<file path="src/rtl/spi_stream_pkg.sv">
// Package: types shared by the streaming SPI slave modules.
package spi_stream_pkg;
    // Decoded SCK transition events for one system clock cycle
    typedef struct packed {
        logic rise;
        logic fall;
    } sck_evt_t;
endpackage

</file>
<file path="src/rtl/spi_sync.sv">
// Module: multi-stage synchroniser for a bundle of asynchronous bits.
// Assumes every bit is an independent level signal; no bus coherency.
module spi_sync #(
    parameter int WIDTH  = 1,
    parameter int STAGES = 2,
    parameter logic [WIDTH-1:0] RST_VAL = '0
) (
    input  logic             clk,
    input  logic             rst_n,
    input  logic [WIDTH-1:0] d_i,
    output logic [WIDTH-1:0] q_o
);
    logic [WIDTH-1:0] stg [STAGES];

    // Shift the asynchronous inputs through the flop chain
    always_ff @(posedge clk) begin
        if (!rst_n) begin
            for (int i = 0; i < STAGES; i++) stg[i] <= RST_VAL;
        end else begin
            stg[0] <= d_i;
            for (int i = 1; i < STAGES; i++) stg[i] <= stg[i-1];
        end
    end

    assign q_o = stg[STAGES-1];
endmodule

</file>
<file path="src/rtl/spi_edge_det.sv">
// Module: detects rising and falling transitions of synchronised SCK.
// Assumes SCK high and low phases each last at least two system clocks.
module spi_edge_det
    import spi_stream_pkg::*;
(
    input  logic     clk,
    input  logic     rst_n,
    input  logic     sck_s_i,
    output sck_evt_t evt_o
);
    logic sck_prev;

    // Remember the previous synchronised SCK level
    always_ff @(posedge clk) begin
        if (!rst_n) sck_prev <= 1'b0;
        else        sck_prev <= sck_s_i;
    end

    assign evt_o.rise = sck_s_i & ~sck_prev;
    assign evt_o.fall = ~sck_s_i & sck_prev;
endmodule

</file>
<file path="src/rtl/spi_shift_core.sv">
// Module: shared transmit/receive shift register with bit counter and the
// post-byte reload window. Mode 0: MOSI sampled on rise, shift on fall.
// Assumes SCK idles low; edges arrive as single-cycle events.
module spi_shift_core
    import spi_stream_pkg::*;
#(
    parameter int DATA_W = 8
) (
    input  logic              clk,
    input  logic              rst_n,
    input  sck_evt_t          evt_i,
    input  logic              mosi_s_i,
    input  logic              active_i,
    input  logic              tx_wr_i,
    input  logic [DATA_W-1:0] tx_data_i,
    output logic              miso_bit_o,
    output logic              done_stb_o,
    output logic [DATA_W-1:0] word_o
);
    localparam int CNT_W = $clog2(DATA_W);
    localparam logic [CNT_W-1:0] LAST = CNT_W'(DATA_W - 1);

    logic [DATA_W-1:0] shreg;
    logic [DATA_W-1:0] hold;
    logic [CNT_W-1:0]  cnt;
    logic              samp;
    logic              started;
    logic              win;
    logic              pend;

    assign done_stb_o = active_i & evt_i.rise & (cnt == LAST);
    assign word_o     = {shreg[DATA_W-2:0], mosi_s_i};
    assign miso_bit_o = shreg[DATA_W-1];

    // Keep the latest host transmit byte for a windowed reload
    always_ff @(posedge clk) begin
        if (!rst_n)       hold <= '0;
        else if (tx_wr_i) hold <= tx_data_i;
    end

    // Bit counting, sampling, shifting and reload window control
    always_ff @(posedge clk) begin
        if (!rst_n) begin
            shreg   <= '0;
            cnt     <= '0;
            samp    <= 1'b0;
            started <= 1'b0;
            win     <= 1'b0;
            pend    <= 1'b0;
        end else if (!active_i) begin
            cnt     <= '0;
            started <= 1'b0;
            win     <= 1'b0;
            pend    <= 1'b0;
            if (tx_wr_i) shreg <= tx_data_i;
        end else begin
            if (evt_i.rise) begin
                samp    <= mosi_s_i;
                started <= 1'b1;
                if (cnt == LAST) begin
                    cnt <= '0;
                    win <= 1'b1;
                end else begin
                    cnt <= cnt + 1'b1;
                end
            end else if (evt_i.fall && started) begin
                win  <= 1'b0;
                pend <= 1'b0;
                if (pend)                shreg <= hold;
                else if (win && tx_wr_i) shreg <= tx_data_i;
                else                     shreg <= {shreg[DATA_W-2:0], samp};
            end
            if (tx_wr_i && !started)              shreg <= tx_data_i;
            if (tx_wr_i && win && !evt_i.fall)    pend  <= 1'b1;
        end
    end
endmodule

</file>
<file path="src/rtl/spi_rx_buffer.sv">
// Module: receive buffer, completion pulse and sticky overrun tracking.
// Assumes done_stb_i is a single-cycle strobe with word_i valid alongside.
module spi_rx_buffer #(
    parameter int DATA_W = 8
) (
    input  logic              clk,
    input  logic              rst_n,
    input  logic              done_stb_i,
    input  logic [DATA_W-1:0] word_i,
    input  logic              rd_i,
    output logic [DATA_W-1:0] data_o,
    output logic              done_o,
    output logic              overrun_o
);
    logic full;

    // Capture the byte and raise the completion pulse
    always_ff @(posedge clk) begin
        if (!rst_n) begin
            data_o <= '0;
            done_o <= 1'b0;
        end else begin
            done_o <= done_stb_i;
            if (done_stb_i) data_o <= word_i;
        end
    end

    // Track unread data and latch overrun until reset
    always_ff @(posedge clk) begin
        if (!rst_n) begin
            full      <= 1'b0;
            overrun_o <= 1'b0;
        end else begin
            if (done_stb_i)  full <= 1'b1;
            else if (rd_i)   full <= 1'b0;
            if (done_stb_i && full && !rd_i) overrun_o <= 1'b1;
        end
    end
endmodule

</file>
<file path="src/rtl/spi_stream_slave.sv">
// Module: top of the streaming SPI slave port (mode 0, MSB first).
// Assumes clk runs at least 4x SCK and the master idles SCK low.
module spi_stream_slave
    import spi_stream_pkg::*;
#(
    parameter int DATA_W      = 8,
    parameter int SYNC_STAGES = 2
) (
    input  logic              clk,
    input  logic              rst_n,
    input  logic              sck_i,
    input  logic              mosi_i,
    input  logic              sel_n_i,
    output logic              miso_o,
    output logic              miso_oe_o,
    input  logic              tx_wr_i,
    input  logic [DATA_W-1:0] tx_data_i,
    input  logic              rx_rd_i,
    output logic [DATA_W-1:0] rx_data_o,
    output logic              byte_done_o,
    output logic              overrun_o
);
    logic [2:0]        sync_q;
    sck_evt_t          evt;
    logic              active;
    logic              miso_bit;
    logic              done_stb;
    logic [DATA_W-1:0] word;

    spi_sync #(.WIDTH(3), .STAGES(SYNC_STAGES), .RST_VAL(3'b100)) u_sync (
        .clk(clk), .rst_n(rst_n),
        .d_i({sel_n_i, mosi_i, sck_i}), .q_o(sync_q)
    );

    spi_edge_det u_edge (
        .clk(clk), .rst_n(rst_n), .sck_s_i(sync_q[0]), .evt_o(evt)
    );

    assign active = ~sync_q[2];

    spi_shift_core #(.DATA_W(DATA_W)) u_core (
        .clk(clk), .rst_n(rst_n), .evt_i(evt), .mosi_s_i(sync_q[1]),
        .active_i(active), .tx_wr_i(tx_wr_i), .tx_data_i(tx_data_i),
        .miso_bit_o(miso_bit), .done_stb_o(done_stb), .word_o(word)
    );

    spi_rx_buffer #(.DATA_W(DATA_W)) u_rx (
        .clk(clk), .rst_n(rst_n), .done_stb_i(done_stb), .word_i(word),
        .rd_i(rx_rd_i), .data_o(rx_data_o), .done_o(byte_done_o),
        .overrun_o(overrun_o)
    );

    assign miso_oe_o = active;
    assign miso_o    = active & miso_bit;
endmodule

</file>
<file path="config.mk">
export PLATFORM = sky130hd
export DESIGN_NAME = spi_stream_slave
export DESIGN_NICKNAME = d
export VERILOG_FILES = /design/src/rtl/spi_stream_pkg.sv /design/src/rtl/spi_sync.sv /design/src/rtl/spi_edge_det.sv /design/src/rtl/spi_shift_core.sv /design/src/rtl/spi_rx_buffer.sv /design/src/rtl/spi_stream_slave.sv
export SDC_FILE = /design/constraint.sdc
export NUM_CORES = 1
export LEC_CHECK = 0
export ABC_CLOCK_PERIOD_IN_PS = 3270
export CORE_MARGIN = 3
export CORE_UTILIZATION = 35
export CTS_CLUSTER_DIAMETER = 40
export CTS_CLUSTER_SIZE = 40
export DETAILED_ROUTE_END_ITERATION = 8
export PLACE_DENSITY_LB_ADDON = 0.25
export SYNTH_ARGS = -nofsm -noshare
export SYNTH_HDL_FRONTEND = slang
export SYNTH_SLANG_ARGS = --single-unit
</file>
<file path="constraint.sdc">
create_clock -name clk -period 3.27 [get_ports clk]
set_clock_uncertainty 0.15 [all_clocks]
set_input_delay 0.4905 -clock clk [delete_from_list [all_inputs] [get_ports clk]]
set_output_delay 0.4905 -clock clk [all_outputs]
set_load 0.05 [all_outputs]
</file>
==> results of run 1 <==
## cells in the mapped netlist (6+ instances only)
cell,number
dfxtp_1,41
nand2_1,21
nor3_1,17
nor2b_1,12
inv_1,10
mux2i_1,10
a21boi_0,9
a31oi_1,8
nor4_1,8
o221a_1,8
and2_1,7
a21oi_1,6
and2b_1,6
## final timing paths
path,endpoint,slack (ps),cells past startpoint
setup / recovery,miso_o,920,2
hold / removal,u_sync.stg[0][5],270,1
setup reg to reg,u_core.shreg[1],1520,4
hold reg to reg,u_sync.stg[0][5],270,1
## cell usage in the layout, fill, tap and decap left out, drive strengths merged, types with 5 or more instances in the layout
| cell | instances |
|---|---|
| inv | 10 |
| a21oi | 6 |
| clkbuf | 5 |
| a31oi | 8 |
| and2 | 7 |
| nand2 | 21 |
| nor4 | 8 |
| o221a | 8 |
| nor3 | 17 |
| dfxtp | 41 |
| a21boi | 9 |
| mux2i | 10 |
| and2b | 7 |
| clkdlybuf4s50 | 26 |
| nor2b | 12 |
## metal layers
layer  up-vias  global-route usage  wire [µm]
met5         -                   0          0
met4         0              0.0594         75
met3         7              0.0356        165
met2        36               0.166       1420
met1       599               0.170       1750
li1        726                   -          -
## stage by stage
| step | hold slack [ps] | utilization | setup slack [ps] | power (mW) | instance area (µm²) |
|---|---|---|---|---|---|
| after CTS | 272 | 0.447 | 899 | 0.944 | 2180 |
| after detailed placement | 250 | 0.430 | 845 | 0.614 | 2100 |
| after global routing | 294 | 0.447 | 859 | 0.971 | 2180 |
| after floorplan | 236 | - | 1760 | 0.585 | 1820 |
| after global placement | 241 | 0.430 | 835 | 0.614 | 2100 |
| final | 269 | 0.447 | 922 | 0.928 | 2180 |
## registers in the layout, indices dropped and copies added, names as in the netlist
signal,cells
u_rx.full,1
u_core.samp,1
u_rx.overrun_o,1
u_edge.sck_prev,1
u_rx.data_o,8
u_core.win,1
u_sync.stg,6
u_core.pend,1
u_core.cnt,3
u_core.shreg,8
u_rx.done_o,1
u_core.started,1
u_core.hold,8
## final cells by class
| cell class | count | area share |
|---|---|---|
| Inverter | 10 | 0.0172 |
| Tap cell | 67 | 0.0384 |
| Timing Repair Buffer | 28 | 0.126 |
| Sequential cell | 41 | 0.376 |
| Clock inverter | 3 | 0.00802 |
| Multi-Input combinational cell | 133 | 0.403 |
| Clock buffer | 5 | 0.0315 |
## critical path, delay by kind of cell, from the launching register on
kind,cells,cell delay [ps]
simple gates,1,230
flops,1,390
buf+inv,1,790
## cell families (layout without fill, tap and decap cells)
logic type,count (synthesis),after routing
AO/OA/AOI/OAI,37,37
multiplexers,10,10
AND/OR/NAND/NOR,84,84
buffers and inverters,23,46
flip-flops,41,41
adder cells (fa/ha/maj),2,2
## power breakdown
group | switching (mW) | leakage, nW | internal (mW)
clock network | 0.179 | 0.0439 | 0.147
registers | 0.0113 | 0.335 | 0.516
logic | 0.0324 | 0.458 | 0.0429
==> impl_metrics.tcl, run 1 <==
set metrics [dict create \
    slew_violations 0 \
    min_period_ps 2350 \
    synth_ff_type "dfxtp_1" \
    final_nets 236 \
    ys_warn_count 0 \
    root_buffer "clkbuf_8" \
    register_area_um2 821 \
    worstMarginPinSlew_ps 767 \
    yosysTopAreaCell "dfxtp_1" \
    fp.dieH_um 78.2 \
    synth_simple_gate_area_frac 0.258 \
    yosys.area_share.adder 0.0137 \
    synth_top_family_by_area "simple AND/OR/NAND/NOR gates" \
    dieArea_um2 6110 \
    insertion_delay_ps 300 \
    slowest_delay_ps 790 \
    period_share 0.718 \
    timing.rr.start "u_sync.stg[0][5]" \
    viasPerCell 4.77 \
    core_area_um2 4880 \
    dp.final_hpwl_um 2410 \
    relSlewSlack 0.488 \
    synth-seq-cells 41 \
    cap_viol_max_count 0 \
    outcome "finished, final reports clean" \
    yosysUniqueCellTypes 30 \
    die_w_um 78.2 \
    path_clk_slew_ps 80 \
    cts_setup_buffers 0 \
    powerDensity_nw_per_um2 425 \
    setup_viol 0 \
    cts_hold_buf 0 \
    grt_pass1_wl_um 5880 \
    fp-row-count 25 \
    antenna_cells 0 \
    yosysSeqAreaShare 0.450 \
    vias 1368 \
    cp_data_required_time_ps 2630 \
    multi_input_comb_area_um2 880 \
    crit_fanout 6 \
    clockBufferDepth 2 \
    ant_nets 0 \
    n_fill_cell 520 \
    p_leak_nw 0.837 \
    netlist_instances 197 \
    place_inst 279 \
    irDropWorstVdd_mv 0.155 \
    grt_remaining_overflow 0 \
    grt_pass1_vias 1244 \
    crit_arrival_ps 1710 \
    io_buffers 26 \
    synth_fp_nets 214 \
    dr.pass1.iters 4 \
    min_from "u_sync.stg[0][2]" \
    postSynthAreaPerCell_um2 9.26 \
    finalWirelength_um 3410 \
    synth_edf_count 0 \
    area_growth_pct 19.7 \
    worst_setup_path_start_kind "register" \
    synth_top_cell_area_share 0.450 \
    drive_gt1_frac 0.0773 \
    cpMaxStageDelayCell "clkdlybuf4s50_1" \
    ctsHtreeMaxLevel 2 \
    pin_count 27 \
    synth-async-reset-ratio 0 \
    end_kind "output port" \
    synth_compound_area_frac 0.156 \
    fin_setup_tns_ps 0 \
    clock.fmax_mhz 426 \
    drc 0 \
    rsz0062_at_grt "false" \
    drt_iter0_drc 73 \
    crit_chain "and2b_2 > clkdlybuf4s50_1" \
    antenna_found_initial 0 \
    cts_tree "yes" \
    muxShareOfSynthArea 0.0549 \
    crit_start "u_sync.stg[0][5]" \
    hold_viol 0 \
    synth_xor_area_frac 0 \
    gp_congestion 0.854 \
    start_util 0.374 \
    syn_area_um2 1820 \
    grt_max_degree 37 \
    synth_area_leaders "dfxtp_1 45%, mux2i_1 5.5%, o221a_1 4.9%" \
    wl_per_cell_um 11.9 \
    numCtsBuffers 5 \
    clkSinkCount 41 \
    stdcell_count 287 \
    crit_type "register to output port" \
    cts_resized 0 \
    hold_class "register to register" \
    grt_use_total 0.121 \
]
(Power assumes the default switching activity.)
==> run 2: changes to the inputs <==
--- a/config.mk
+++ b/config.mk
@@ -5,7 +5,7 @@
 export SDC_FILE = /design/constraint.sdc
 export NUM_CORES = 1
 export LEC_CHECK = 0
-export ABC_CLOCK_PERIOD_IN_PS = 3270
+export ABC_CLOCK_PERIOD_IN_PS = 2000
 export CORE_MARGIN = 3
 export CORE_UTILIZATION = 35
 export CTS_CLUSTER_DIAMETER = 40
==> constraint.sdc (replaced) <==
create_clock -name clk -period 2 [get_ports clk]
set_clock_uncertainty 0.15 [all_clocks]
set_input_delay 0.3 -clock clk [delete_from_list [all_inputs] [get_ports clk]]
set_output_delay 0.3 -clock clk [all_outputs]
set_load 0.05 [all_outputs]
==> run 2 against run 1 <==
Against the previous run: worst hold slack is essentially flat; count of clock-buffer cells in the layout is 1 higher; highest routed layer unchanged; first-iteration DRC count decreased by 49%; cell count grew 0.70%.
==> impl_metrics.tcl, run 2 (synthesis gave the netlist of run 1 again) <==
set metrics [dict create \
    timing.rr.end "u_core.shreg[2]" \
    layout.cells.most_common "dfxtp_1" \
    grt_pass1_vias 1243 \
    cpMaxStageDelayCell "clkdlybuf4s50_1" \
    antenna_cells 0 \
    vias 1404 \
    rsz0062_at_grt "false" \
    finalWirelength_um 3580 \
    dp.final_hpwl_um 2480 \
    worst_setup_path_start_kind "register" \
    p_sw_mw 0.349 \
    final_cell_mix "41 x dfxtp_1, 24 x clkdlybuf4s50_1, 21 x nand2_1" \
    ant_nets 0 \
    fp-row-count 25 \
    power_mw 1.51 \
    root_buffer "clkbuf_8" \
    cap_viol_max_count 0 \
    powerDensity_nw_per_um2 684 \
    fp.dieH_um 78.2 \
    slowest_delay_ps 800 \
    pin_count 27 \
    ctsHtreeMaxLevel 2 \
    io_buffers 26 \
    clockBufferDepth 2 \
    n_fill_cell 499 \
    critical_path.endpoint "overrun_o" \
    cts_setup_buffers 0 \
    crit_fanout 2 \
    rrSetupSlack_ps 430 \
    relSlewSlack 0.661 \
    grt_pass1_wl_um 5950 \
    crit_type "register to output port" \
    clkSinkCount 41 \
    core_area_um2 4880 \
    die_w_um 78.2 \
    timing.rr.start "u_sync.stg[0][5]" \
    hold_class "register to register" \
    end_kind "output port" \
    cp_data_required_time_ps 1550 \
    slew_violations 0 \
    area_growth_pct 20.7 \
    drt_iter0_drc 37 \
    path_clk_slew_ps 80 \
    crit_chain "clkdlybuf4s50_1" \
    grt_max_degree 35 \
    p_leak_nw 0.856 \
    fin_setup_tns_ps 0 \
    numCtsBuffers 5 \
    min_period_ps 1890 \
    crit_arrival_ps 1440 \
    internal-power_mw 1.16 \
    period_share 0.943 \
    clock.fmax_mhz 530 \
    cts_resized 0 \
    gp_congestion 0.809 \
    drive_gt1_frac 0.0901 \
    power_frac_comb 0.083 \
    dr.pass1.iters 4 \
    irDropWorstVdd_mv 0.246 \
    cts_tree "yes" \
    antenna_found_initial 0 \
    start_util 0.374 \
    grt_use_total 0.122 \
    grt_remaining_overflow 0 \
    cts_hold_buf 0 \
    crit_start "u_rx.overrun_o" \
    viasPerCell 4.86 \
    top_regs "u_core.hold x8, u_core.shreg x8, u_rx.data_o x8" \
    final_nets 238 \
    hold_viol 0 \
    outcome "finished, final reports clean" \
    cp.depth 1 \
    insertion_delay_ps 290 \
    setup_viol 0 \
    wl_per_cell_um 12.4 \
    reg2regPathDepth 4 \
    dieArea_um2 6110 \
    clkPwrFrac 0.345 \
    p_sw_frac 0.231 \
    p_seq_frac 0.572 \
    drc 0 \
    cp_num_buf_inv 1 \
    worstMarginPinSlew_ps 507 \
    cp_top_family "buffers and inverters" \
]
==> run 2: power by group through the flow <==
stage	Sequential, mW	Combinational [mW]	Clock (mW)
2_1_floorplan	0.874	0.0821	0
3_3_place_gp	0.881	0.126	0
3_5_place_dp	0.881	0.127	0
4_1_cts	0.861	0.128	0.542
5_1_grt	0.865	0.138	0.564
6_report	0.861	0.126	0.519
==> run 2: per-layer routing <==
metal  global-route usage  vias up  share of wire
met1                0.168      639           0.51
met3               0.0252        8          0.039
met2                0.174       29           0.42
met5                    0        -              0
met4               0.0734        0          0.025
li1                     -      728              -
==> run 2: worst min-delay path by stage <==
stage                           startpoint               end  slack (ps)  depth (start not counted)
after floorplan           u_sync.stg[0][2]  u_sync.stg[0][5]         240                          1
after global placement    u_sync.stg[0][2]  u_sync.stg[0][5]         240                          1
after detailed placement  u_sync.stg[0][2]  u_sync.stg[0][5]         250                          1
after CTS                 u_sync.stg[0][2]  u_sync.stg[0][5]         270                          1
after global routing      u_sync.stg[0][2]  u_sync.stg[0][5]         300                          1
final                     u_sync.stg[0][2]  u_sync.stg[0][5]         270                          1
==> run 2: stage by stage <==
stage,setup WS [ps],hold WS [ps],instances,util,cell area (µm²)
3_5_place_dp,66.2,251,281,0.434,2120
2_1_floorplan,579,236,197,-,1820
4_1_cts,96.4,272,289,0.451,2200
3_3_place_gp,64.9,240,281,0.434,2120
6_report,114,268,289,0.451,2200
5_1_grt,55.8,302,289,0.451,2200
==> run 2: cell type report <==
type / count / area [µm²] / share of cell area
multi-input cells: 133 / 880 / 0.399
flip-flops and latches: 41 / 821 / 0.373
repair buffers: 30 / 298 / 0.135
well taps: 67 / 83.8 / 0.0381
clock buffers: 6 / 72.6 / 0.0330
inverters: 10 / 37.5 / 0.0170
clock inverters: 2 / 10.0 / 0.00455
==> run 3: changes to the inputs <==
--- a/config.mk
+++ b/config.mk
@@ -11,7 +11,9 @@
 export CTS_CLUSTER_DIAMETER = 40
 export CTS_CLUSTER_SIZE = 40
 export DETAILED_ROUTE_END_ITERATION = 8
+export MAX_ROUTING_LAYER = met4
 export PLACE_DENSITY_LB_ADDON = 0.25
 export SYNTH_ARGS = -nofsm -noshare
 export SYNTH_HDL_FRONTEND = slang
+export SYNTH_HIERARCHICAL = 1
 export SYNTH_SLANG_ARGS = --single-unit
==> run 3 against run 2 <==
Against the previous run: die area fell by 2.3%; final area fell by 0.28%; synthesized cell count fell by 5.1%; cell count fell by 1.0%; power fell by 0.53%; combinational power barely moved; via count fell by 2.7%; maximum frequency fell by 0.19%; sequential power barely moved; utilization rose by 0.46 points; setup slack got worse by 3.6 ps; non-clock buffer count rose by 7; critical endpoint is now rx_data_o[0]; largest cell class unchanged.
==> impl_metrics.tcl, run 3 <==
set metrics [dict create \
    internal-power_mw 1.15 \
    vias 1366 \
    cpMaxStageDelayCell "clkdlybuf4s50_1" \
    setup_ws_ps 111 \
    rsz0062_at_grt "false" \
    grt_pass1_wl_um 6180 \
    fin_setup_tns_ps 0 \
    drt_iter0_drc 111 \
    stdcell_count 286 \
    final_cell_mix "41 x dfxtp_1, 28 x nor2b_1, 24 x clkdlybuf4s50_1" \
    dieArea_um2 5980 \
    multi_input_comb_area_um2 851 \
    clkSinkCount 41 \
    viasPerCell 4.78 \
    yosysMostFrequentCell "dfxtp_1" \
    slowest_delay_ps 810 \
    outcome "finished, final reports clean" \
    min_period_ps 1890 \
    clock.fmax_mhz 529 \
    hold_viol 0 \
    irDropWorstVdd_mv 0.457 \
    layout.cells.most_common "dfxtp_1" \
    root_buffer "clkbuf_8" \
    path_clk_slew_ps 70 \
    antenna_found_initial 0 \
    power_mw 1.50 \
    pre_cts_slack_ps -73.7 \
    wl_per_cell_um 12.7 \
    syn_area_um2 1780 \
    setup_viol 0 \
    crit_chain "clkdlybuf4s50_1" \
    drive_gt1_frac 0.114 \
    yosysUniqueCellTypes 31 \
    yosysSeqAreaShare 0.461 \
    pin_count 27 \
    register_area_um2 821 \
    area_growth_pct 23.4 \
    ctsHtreeMaxLevel 2 \
    p_sw_frac 0.230 \
    clkPwrFrac 0.343 \
    gp_congestion 0.743 \
    fp-row-count 25 \
    ys_warn_count 6 \
    grt_max_degree 37 \
    cts_tree "yes" \
    core_area_um2 4820 \
    synth_fp_nets 204 \
    period_share 0.945 \
    dp.final_hpwl_um 2500 \
    die_w_um 77.3 \
    start_util 0.369 \
    synth_edf_count 0 \
    insertion_delay_ps 280 \
    p_seq_frac 0.574 \
    synth_ff_type "dfxtp_1" \
    hold_ws_ps 263 \
    powerDensity_nw_per_um2 682 \
    p_leak_nw 0.821 \
    grt_use_total 0.132 \
    worst_setup_path_start_kind "register" \
    drc 0 \
    io_buffers 26 \
    synth-seq-cells 41 \
    n_fill_cell 500 \
    grt_pass1_vias 1294 \
    slew_violations 0 \
    cap_viol_max_count 0 \
    postSynthAreaPerCell_um2 9.51 \
    yosys-top-cells-count "41 x dfxtp_1, 28 x nor2b_1, 19 x mux2i_1" \
    crit_type "register to output port" \
    cp_num_buf_inv 1 \
    grt_remaining_overflow 0 \
    end_kind "output port" \
    synth_top_cell_area_share 0.461 \
    cts_setup_buffers 0 \
    cts_hold_buf 0 \
    crit_arrival_ps 1440 \
    clockBufferDepth 2 \
    synth-async-reset-ratio 0 \
    crit_fanout 2 \
    yosysTopAreaCell "dfxtp_1" \
    finalWirelength_um 3620 \
    hold_class "register to register" \
    synth_area_leaders "dfxtp_1 46%, mux2i_1 11%, nor2b_1 9.8%" \
    power_frac_comb 0.083 \
    worstMarginPinSlew_ps 734 \
    p_sw_mw 0.345 \
    place_inst 278 \
    fp.dieH_um 77.3 \
    final_nets 235 \
    numCtsBuffers 5 \
    cp_top_family "buffers and inverters" \
    cp_data_required_time_ps 1550 \
    dr.pass1.iters 4 \
    cts_resized 0 \
    relSlewSlack 0.510 \
    ant_nets 0 \
    antenna_cells 0 \
    netlist_instances 187 \
    top_regs "u_core/hold x8, u_core/shreg x8, u_rx/data_o x8" \
]
==> run 3: changes by cell type after synthesis, sizes merged, moves of 9 or more <==
cell   before  now
mux2i      10   19
nand2      21    5
o21ai       3   17
nor2b      12   28
==> run 3: area by class of cell <==
type	instances	share of cell area
flip-flops and latches	41	0.374
multi-input cells	131	0.387
clock buffers	6	0.0330
clock inverters	2	0.00456
inverters	2	0.00342
well taps	67	0.0382
repair buffers	37	0.160
==> run 3: path summary, 6_finish.rpt <==
kind	depth (start not counted)	slack, ps	from	end
worst min register to register	1	260	u_sync/stg[0][2]	u_sync/stg[0][5]
worst max register to register	3	200	u_core/pend	u_core/shreg[3]
worst min-delay path	1	260	u_sync/stg[0][2]	u_sync/stg[0][5]
worst max-delay path	1	110	u_rx/data_o[0]	rx_data_o[0]
==> run 3: per-stage QoR <==
stage,area (µm²),utilization
2_1_floorplan,1780,-
3_3_place_gp,2110,0.439
3_5_place_dp,2110,0.439
4_1_cts,2200,0.456
5_1_grt,2200,0.456
6_report,2200,0.456
==> run 3: kinds of logic after synthesis <==
kind of cell | after synthesis | synth area share
AOI/OAI and AO/OA | 31 | 0.0963
adders and majority gates | 2 | 0.0141
DFF | 41 | 0.461
muxes | 19 | 0.107
and+or+nand+nor | 79 | 0.261
buffers and inverters | 15 | 0.0605
==> run 3: power groups by stage <==
| stage | Combinational [mW] | Sequential (mW) | Clock (mW) |
|---|---|---|---|
| finish | 0.124 | 0.860 | 0.514 |
| global route | 0.138 | 0.865 | 0.576 |
| CTS | 0.124 | 0.860 | 0.537 |
| detailed placement | 0.124 | 0.880 | 0 |
| global placement | 0.123 | 0.879 | 0 |
| floorplan | 0.0716 | 0.873 | 0 |
==> run 3: per-layer routing <==
metal  vias to the layer above  track usage  share of wire
li1                        703            -              -
met1                       636        0.169           0.48
met2                        25        0.206           0.47
met3                         2       0.0387          0.043
met4                         0       0.0320         0.0041
met5                         -            -              0
